`config.mk`:
```
export PLATFORM = sky130hd
export DESIGN_NAME = sqt_scan_ctrl
export DESIGN_NICKNAME = d
export VERILOG_FILES = /design/src/rtl/sqt_pkg.sv /design/src/rtl/sqt_trig_sync.sv /design/src/rtl/sqt_trig_eval.sv /design/src/rtl/sqt_status_fsm.sv /design/src/rtl/sqt_scan_ctrl.sv
export SDC_FILE = /design/constraint.sdc
export NUM_CORES = 1
export LEC_CHECK = 0
export ABC_AREA = 1
export BUFFER_PORTS_ARGS = -buffer_cell sky130_fd_sc_hd__buf_2
export CAP_MARGIN = 20
export CORE_AREA = 2 2 39 41
export DETAILED_ROUTE_END_ITERATION = 8
export DIE_AREA = 0 0 41 43
export HOLD_SLACK_MARGIN = 0.15
export PLACE_DENSITY = 0.69
export SYNTH_ARGS = -nofsm -noshare
export SYNTH_HDL_FRONTEND = slang
export SYNTH_SLANG_ARGS = --single-unit
```
`constraint.sdc`:
```
create_clock -name clk -period 1.2 [get_ports clk]
set_clock_uncertainty 0.15 [all_clocks]
set_input_delay 0.06 -clock clk [delete_from_list [all_inputs] [get_ports clk]]
set_output_delay 0.06 -clock clk [all_outputs]
set_load 0.005 [all_outputs]
```
`src/rtl/sqt_pkg.sv`:
```
package sqt_pkg;

   typedef enum logic [1:0] {
      ST_IDLE = 2'b00,
      ST_WAIT = 2'b10,
      ST_TRIG = 2'b11
   } sqt_stat_e;

   localparam logic [1:0] MD_OFF   = 2'b00;
   localparam logic [1:0] MD_EDGE  = 2'b01;
   localparam logic [1:0] MD_LEVEL = 2'b10;
   localparam logic [1:0] MD_RSVD  = 2'b11;

   function automatic logic is_cont(input logic [1:0] m);
      return (m == MD_EDGE) || (m == MD_LEVEL);
   endfunction

endpackage

```
`src/rtl/sqt_trig_sync.sv`:
```
module sqt_trig_sync #(
   parameter int   STAGES  = 2,
   parameter logic RST_VAL = 1'b0
) (
   input  logic clk,
   input  logic rst_n,
   input  logic async_i,
   output logic sync_o,
   output logic prev_o
);
   localparam int LAST = STAGES - 1;

   logic [LAST:0] chain_q;
   logic          prev_q;

   generate
      for (genvar i = 0; i <= LAST; i++) begin : g_stage
         if (i == 0) begin : g_head
            always_ff @(posedge clk or negedge rst_n) begin
               if (!rst_n) chain_q[0] <= RST_VAL;
               else        chain_q[0] <= async_i;
            end
         end else begin : g_body
            always_ff @(posedge clk or negedge rst_n) begin
               if (!rst_n) chain_q[i] <= RST_VAL;
               else        chain_q[i] <= chain_q[i-1];
            end
         end
      end
   endgenerate

   always_ff @(posedge clk or negedge rst_n) begin
      if (!rst_n) prev_q <= RST_VAL;
      else        prev_q <= chain_q[LAST];
   end

   assign sync_o = chain_q[LAST];
   assign prev_o = prev_q;
endmodule

```
`src/rtl/sqt_trig_eval.sv`:
```
module sqt_trig_eval (
   input  logic [1:0] cfg,
   input  logic       sync_lvl,
   input  logic       prev_lvl,
   output logic       edge_hit,
   output logic       gate_open
);
   logic rise, fall;

   always_comb begin
      rise      = sync_lvl & ~prev_lvl;
      fall      = ~sync_lvl & prev_lvl;
      edge_hit  = (cfg[0] & rise) | (cfg[1] & fall);
      gate_open = (sync_lvl == cfg[0]);
   end
endmodule

```
`src/rtl/sqt_status_fsm.sv`:
```
module sqt_status_fsm
   import sqt_pkg::*;
#(
   parameter bit DEFER_CLOSE = 1'b1
) (
   input  logic       clk,
   input  logic       rst_n,
   input  logic [1:0] mode,
   input  logic       edge_hit,
   input  logic       gate_open,
   input  logic       ser_busy,
   input  logic       hp_trig,
   input  logic       cmd_sent,
   input  logic       cmd_eoq,
   output sqt_stat_e  status,
   output logic       xfer_en,
   output logic       last_cmd
);
   sqt_stat_e  st_q, st_d;
   logic [1:0] mode_q;
   logic       last_q;
   logic       pend_q;
   logic       cont, mode_chg, gate_shut, hold, close_req;

   always_comb begin
      cont      = is_cont(mode);
      mode_chg  = (mode != mode_q);
      gate_shut = (mode == MD_LEVEL) && !gate_open;
   end

   generate
      if (DEFER_CLOSE) begin : g_defer
         logic pend_d;
         always_comb begin
            pend_d = pend_q;
            if (!cont || mode_chg || st_q != ST_TRIG) pend_d = 1'b0;
            else if (gate_shut && ser_busy)          pend_d = 1'b1;
            else if (!ser_busy)                      pend_d = 1'b0;
         end
         always_ff @(posedge clk or negedge rst_n) begin
            if (!rst_n) pend_q <= 1'b0;
            else        pend_q <= pend_d;
         end
         assign hold = ser_busy;
      end else begin : g_direct
         assign pend_q = 1'b0;
         assign hold   = 1'b0;
      end
   endgenerate

   assign close_req = gate_shut || pend_q;

   always_comb begin
      st_d = st_q;
      if (!cont) begin
         st_d = ST_IDLE;
      end else if (mode_chg || st_q == ST_IDLE) begin
         st_d = ST_WAIT;
      end else begin
         unique case (st_q)
            ST_WAIT: begin
               if ((mode == MD_EDGE && edge_hit) || (mode == MD_LEVEL && gate_open))
                  st_d = ST_TRIG;
            end
            ST_TRIG: begin
               if (close_req && !hold) st_d = ST_WAIT;
            end
            default: st_d = ST_IDLE;
         endcase
      end
   end

   always_ff @(posedge clk or negedge rst_n) begin
      if (!rst_n) begin
         st_q   <= ST_IDLE;
         mode_q <= MD_OFF;
         last_q <= 1'b0;
      end else begin
         st_q   <= st_d;
         mode_q <= mode;
         last_q <= cmd_sent && cmd_eoq && (st_q == ST_TRIG) && cont;
      end
   end

   assign xfer_en  = cont && !mode_chg && (st_q == ST_TRIG) && !hp_trig
                     && !gate_shut && !pend_q;
   assign status   = st_q;
   assign last_cmd = last_q;
endmodule

```
`src/rtl/sqt_scan_ctrl.sv`:
```
module sqt_scan_ctrl
   import sqt_pkg::*;
#(
   parameter int   SYNC_STAGES = 2,
   parameter bit   DEFER_CLOSE = 1'b1,
   parameter logic TRIG_RST    = 1'b0
) (
   input  logic       clk,
   input  logic       rst_n,
   input  logic [1:0] mode_sel,
   input  logic [1:0] trig_cfg,
   input  logic       trig_in,
   input  logic       hp_trig,
   input  logic       ser_busy,
   input  logic       cmd_sent,
   input  logic       cmd_eoq,
   input  logic       cmd_pause,
   output logic [1:0] q_status,
   output logic       xfer_en,
   output logic       last_cmd
);
   generate
      if (SYNC_STAGES < 2) begin : g_bad_sync
         $error("sqt_scan_ctrl: SYNC_STAGES must be at least 2");
      end
      if (SYNC_STAGES > 8) begin : g_big_sync
         $error("sqt_scan_ctrl: SYNC_STAGES above 8 is not supported");
      end
   endgenerate

   logic      sync_lvl, prev_lvl, edge_hit, gate_open;
   sqt_stat_e status;

   sqt_trig_sync #(
      .STAGES  (SYNC_STAGES),
      .RST_VAL (TRIG_RST)
   ) u_sync (
      .clk     (clk),
      .rst_n   (rst_n),
      .async_i (trig_in),
      .sync_o  (sync_lvl),
      .prev_o  (prev_lvl)
   );

   sqt_trig_eval u_eval (
      .cfg       (trig_cfg),
      .sync_lvl  (sync_lvl),
      .prev_lvl  (prev_lvl),
      .edge_hit  (edge_hit),
      .gate_open (gate_open)
   );

   sqt_status_fsm #(
      .DEFER_CLOSE (DEFER_CLOSE)
   ) u_fsm (
      .clk       (clk),
      .rst_n     (rst_n),
      .mode      (mode_sel),
      .edge_hit  (edge_hit),
      .gate_open (gate_open),
      .ser_busy  (ser_busy),
      .hp_trig   (hp_trig),
      .cmd_sent  (cmd_sent),
      .cmd_eoq   (cmd_eoq),
      .status    (status),
      .xfer_en   (xfer_en),
      .last_cmd  (last_cmd)
   );

   assign q_status = status;
endmodule

```
# ---- After elaboration in Yosys (flattened, before gate mapping)
# Index checks and enable logic that the tools add are counted.
dict set report totals {
  ff_bits 9
  out_inout_bits 4
  elab_cells 60
  inputBits 12
}
dict set report classes {
  reduce_logical 28
  mux 8
  bitwise 7
  eq_ne 10
}
# cell count
set ops {}
lappend ops {{$logic_and 1x1->1} 13}
lappend ops {{$mux 2} 4}
lappend ops {{$ne 4x4->1 const B} 2}
lappend ops {{$logic_not 1->1} 7}
lappend ops {{$eq 2x2->1 const B} 3}
lappend ops {{$logic_or 1x1->1} 6}
lappend ops {{$and 1x1->1} 4}
lappend ops {{$pmux 2 s2} 1}
lappend ops {{$mux 1} 3}
lappend ops {{$ne 3x1->1 const B} 1}
lappend ops {{$eq 2x1->1 const B} 1}
lappend ops {{$logic_not 2->1} 1}
lappend ops {{$ne 2x2->1} 1}
lappend ops {{$ne 2x2->1 const B} 1}
lappend ops {{$not 1->1} 2}
lappend ops {{$reduce_and 2->1} 1}
lappend ops {{$eq 1x1->1} 1}
lappend ops {{$or 1x1->1} 1}

# ---- Logic depth before layout (Yosys ltp)
dict set report logic_depth {
  ltp_word 10
  depth_mapped 8
  ltp_nobuf 8
}

# ---- Cells and area by module
# Synthesis repeated with hierarchy kept, for this count alone.
dict set report hier_totals {
  cells_unflattened 55
  area_unflattened_um2 464.2
}
# mod seq_area_each_um2 instances area_per_inst_um2 cells_each
set by_module_without_submodules {}
lappend by_module_without_submodules {sqt_status_fsm 150.1 1 359.1 46}
lappend by_module_without_submodules {sqt_trig_sync 75.1 1 75.1 3}
lappend by_module_without_submodules {sqt_trig_eval 0.0 1 30.0 6}

# ---- Worst setup path before layout
# No wires, ideal clock.
dict set report synth_path {
  path_kind {register to register}
  startpoint {reg u_sync.chain_q[1] (netlist: u_sync.sync_o)}
  endpoint {reg u_fsm.st_q[0] (netlist: u_fsm.status[0])}
  n_path_buf 0
  required_ps 932
  setup_slack_ps 106
  t_arrival_ps 826
  stages_incl_launch_ff 9
  synth_period_minus_slack_ps 1094
  setup_ps 118
  path_cell_list {dfrtp_1 -> inv_1 -> nand2_1 -> nand2_1 -> nand2_1 -> nand2_1 -> nand2_1 -> nand2_1 -> nand2_1}
}
dict set report synth_via {
  elab_chain_cells 8
  elab_cells_between_ends 17
  classes_between {eq/ne: 3; bitwise: 6; reduce/logical: 8}
}
# item line
set synth_lines {}
lappend synth_lines {{start: declaration} sqt_trig_sync.sv:13} ;# logic [LAST:0] chain_q;
lappend synth_lines {{start signal: indexed assignment} sqt_trig_sync.sv:26} ;# else chain_q[i] <= chain_q[i-1];
lappend synth_lines {{$not 1->1} sqt_trig_eval.sv:12} ;# fall = ~sync_lvl & prev_lvl;
lappend synth_lines {{$and 1x1->1} sqt_trig_eval.sv:12}
lappend synth_lines {{$and 1x1->1} sqt_trig_eval.sv:13} ;# edge_hit = (cfg[0] & rise) | (cfg[1] & fall);
lappend synth_lines {{$or 1x1->1} sqt_trig_eval.sv:13}
lappend synth_lines {{$logic_and 1x1->1} sqt_status_fsm.sv:62} ;# if ((mode == MD_EDGE && edge_hit) || (mode == MD_LEVEL && gate_open))
lappend synth_lines {{$logic_or 1x1->1} sqt_status_fsm.sv:62}
lappend synth_lines {{$ne 4x4->1 (no source line)} --}
lappend synth_lines {{$reduce_and 2->1 (no source line) *} --}
lappend synth_lines {{end signal: assignment} sqt_status_fsm.sv:79} ;# st_q <= st_d;
lappend synth_lines {{end: declaration} sqt_status_fsm.sv:19} ;# sqt_stat_e st_q, st_d;
# Mark *: on every way between the ends. The rest lies on a longest branch, timed or not.
# A chain may end at the register's enable or synchronous reset.

# ---- Final worst setup path
dict set report layout_path {
  startpoint {reg u_fsm.mode_q[1]}
  endpoint {out xfer_en}
}
dict set report layout_via {
  elab_chain_cells 7
}
# item line
set layout_lines {}
lappend layout_lines {{start: declaration} sqt_status_fsm.sv:20} ;# logic [1:0] mode_q;
lappend layout_lines {{start signal: assignment} sqt_status_fsm.sv:80} ;# mode_q <= mode;
lappend layout_lines {{$ne 2x2->1} sqt_status_fsm.sv:27} ;# mode_chg = (mode != mode_q);
lappend layout_lines {{$logic_not 1->1} sqt_status_fsm.sv:85} ;# assign xfer_en = cont && !mode_chg && (st_q == ST_TRIG) && !hp_trig
lappend layout_lines {{$logic_and 1x1->1 (3 in series)} sqt_status_fsm.sv:85}
lappend layout_lines {{$logic_and 1x1->1 (2 in series)} sqt_status_fsm.sv:86} ;# && !gate_shut && !pend_q;
lappend layout_lines {{end: declaration} sqt_scan_ctrl.sv:19} ;# output logic xfer_en,
# No other way between the ends.

==> key figures <==
Status
  • Run status: complete, but fails checks
  • Failing checks: setup timing

Power
  • P_leak: 0.4526 nW
  • Pwr dens: ~890 mW/mm^2
  • Clk network pwr share: 33.4%
  • VDD IR max: 594.0 uV
  • Internal Dissipation: 0.5164 mW
  • Net switching power: 0.1815 mW
  • Sequential share of power: 46.3%
  • Combinational power share: 20.3%
  • Sw frac: 26.01%
  • Total Power: between 0.6 and 0.7 mW

STA
  • Setup TNS: -455.6 ps
  • Final count of hold timing violations: 0
  • Final setup vio count: 4
  • Max Clk Rate: 702.1 MHz
  • Worst relative slew slack: 85.43%
  • Crit path time final: around 1400 ps
  • Worst Max-Slew Pin Slew: 218.6 ps
  • Slew Limit Fails: 0
  • Tcrit/Tclk final: 118.7%
  • Final WS setup: -224.3 ps
  • RSZ-0062 raised after global routing: yes

Setup path
  • Crit path cell chain: inv_1 -> nand2_1 -> nand2_2 -> inv_2 -> nand2_4 -> nor2_8 -> nand2_2 -> nor2_2 -> buf_2
  • Critical Path AT: 1210 ps
  • CP required: around 1000 ps
  • CP endpoint kind: primary output
  • Max FO, Critical Path: 2
  • CP Launch Type: flop
  • R2r worst-path depth: 10
  • Delay of the slowest critical-path stage: 340 ps
  • CP most frequent cell: nand2_2
  • Max stage delay cell, worst path: dfrtp_1
  • Crit Path Category: reg -> out

Routing
  • Vias per inst: about 4.0
  • DR WL/cell: 9.204 microns
  • DRC: 0
  • Vias: 453
  • Initial DRC count: 7
  • Final WL: 1.040 mm
  • 1st-pass router iterations: 2
  • Post-route ant nets: 0

Synthesis
  • Sequential cell area fraction in the yosys report: 45.57%
  • Synthesis-stage register bit count: 9
  • Synth Cell Area: 494.2 sq um
  • Yosys Warn Count: 0
  • Cells after Synth: 62
  • Synth area leaders: dfrtp_1 46%, nand2_1 14%, inv_1 9.9%
  • Post-synth cell types: 14
  • Syn avg cell area: 7.971 sq um
  • Syn Nets: 76
  • Synth area leader: dfrtp_1
  • Top cell type's share of synthesized area: 45.57%

Hold path
  • HP Class: in -> reg
  • Worst hold stages: 4

Layout
  • Fin cells: between 100 and 150
  • Design Area, Final: ~780 sq um
  • Nets: 112
  • Antenna Cells: 0
  • Layout cell share with drive strength beyond 1: 44.33%
  • P&R area growth vs syn: 58.73%
  • Fillers: 117

GRT
  • GRT Util Overall: 14.45%
  • Antenna violations before repair: 0
  • Largest net degree at the start of global routing: 10
  • Global-route wire length before repair: 1.649 mm
  • Vias in the first global route: 446
  • Grt total ovfl: 0

Floorplan
  • Rows: 14
  • I/O pin count: 16
  • Core area: approximately 0.0014 sq mm
  • Die area: 0.001763 sq mm
  • Starting Density: a little over a third
  • Die Y: 43 microns
  • Die Width: between 40 and 50 microns

Place
  • IO Port Bufs: 14
  • DP Cell Count: 96
  • Post-DP HPWL: 670.5 microns
  • Routability cong.: 0.7195
  • Post-Place Cell Area: 614.3 sq um
  • Dpl ws: -125.8 ps

CTS
  • Cts bufs inserted: 3
  • H-tree levels: 1
  • Sink Count: 9
  • Clock transition at path regs: around 60 ps
  • Clock Tree Buf Depth: 2
  • Clock Latency Late Sink: ~260 ps
  • CTS root buffer: clkbuf_4
  • CTS tree: yes

Flow run
  • Max-cap violation count: 0
## what timing repair did
item	CTS	global route
endpoints found under the hold margin	16	1
buffers inserted	3	1
hold buffers	9	1
pin swaps	6	4
gates resized for setup	0	8
cloned	0	0
setup endpoints to repair	1	4
## cells in the final DEF, fill, tap and decap left out
master and count:
a21oi_1 1, buf_2 14, buf_4 7, buf_6 1, clkbuf_1 1, clkbuf_4 3
dfrtp_1 9, dlygate4sd3_1 9, ha_1 2, inv_1 12, inv_2 4, nand2_1 15
nand2_2 8, nand2_4 2, nand3_1 1, nand4_1 1, nor2_1 2, nor2_2 2
nor2_4 1, nor2_8 1, o21bai_1 1
## final cells by class
cell class / count / area, sq um / area share [%]
flip-flops and latches: 9 / 225.2 / 28.71
clock buffers: 4 / 26.28 / 3.349
well taps: 16 / 20.02 / 2.552
multi-input cells: 37 / 229.0 / 29.19
inverters: 16 / 60.06 / 7.656
repair buffers: 31 / 224.0 / 28.55
## power by group through the flow
stage	clock, mW	combinational [mW]	sequential (mW)
after floorplan	0	0.0568	0.329
after global placement	0	0.101	0.328
after detailed placement	0	0.103	0.328
after CTS	0.245	0.134	0.323
after global routing	0.260	0.158	0.324
final	0.233	0.142	0.323
## logic make-up after synthesis
logic type | count (synthesis) | synth area share [%]
AOI/OAI and AO/OA | 2 | 2.531
adders and majority gates | 2 | 5.062
buffers and inverters | 16 | 12.15
DFF | 9 | 45.57
and+or+nand+nor | 33 | 34.68
## synth_stat cells (all sizes together)
cell / instances
a21oi: 1
dfrtp: 9
ha: 2
inv: 16
nand2: 25
nand3: 1
nand4: 1
nor2: 6
o21bai: 1
## layer usage
layer / global-route usage, % / vias up / wire, microns
met1: 17.11 / 193 / 456
met4: 10.00 / 0 / 32
li1: - / 246 / -
met5: 0 / - / 0
met3: 3.141 / 5 / 40
met2: 21.88 / 9 / 510
## stage by stage
stage | hold slack, ps | util (%)
floorplan | -385.6 | -
global placement | -224.6 | 44.39
detailed placement | -224.7 | 44.39
CTS | 65.04 | 54.43
global route | 151.2 | 56.69
finish | 109.0 | 56.69
## critical path: cells and delay by family, from the launching register on
kind | cells | cell delay, ps
buffers and inverters | 3 | 220
and+or+nand+nor | 6 | 390
DFF | 1 | 340
## path summary, 6_finish.rpt
kind                                             start                          end  slack (ps)
setup / recovery             u_fsm.mode_q[1]$_DFF_PN0_                      xfer_en        -220
hold / removal                             mode_sel[1]  u_fsm.status[1]$_DFFE_PN0P_         110
setup reg to reg             u_fsm.mode_q[1]$_DFF_PN0_  u_fsm.status[0]$_DFFE_PN0P_        -110
hold reg to reg            u_sync.chain_q[0]$_DFF_PN0_      u_sync.sync_o$_DFF_PN0_         200
max in group asynchronous                        rst_n      u_sync.prev_o$_DFF_PN0_         140
min in group asynchronous                        rst_n     u_fsm.pend_q$_DFFE_PN0P_         570
## sequential cells by signal, summed over array words and instances (netlist names)
| signal | cells |
|---|---|
| u_fsm.last_cmd | 1 |
| u_fsm.pend_q | 1 |
| u_sync.chain_q | 1 |
| u_fsm.status | 2 |
| u_sync.prev_o | 1 |
| u_sync.sync_o | 1 |
| u_fsm.mode_q | 2 |
(Power assumes the default switching activity.)
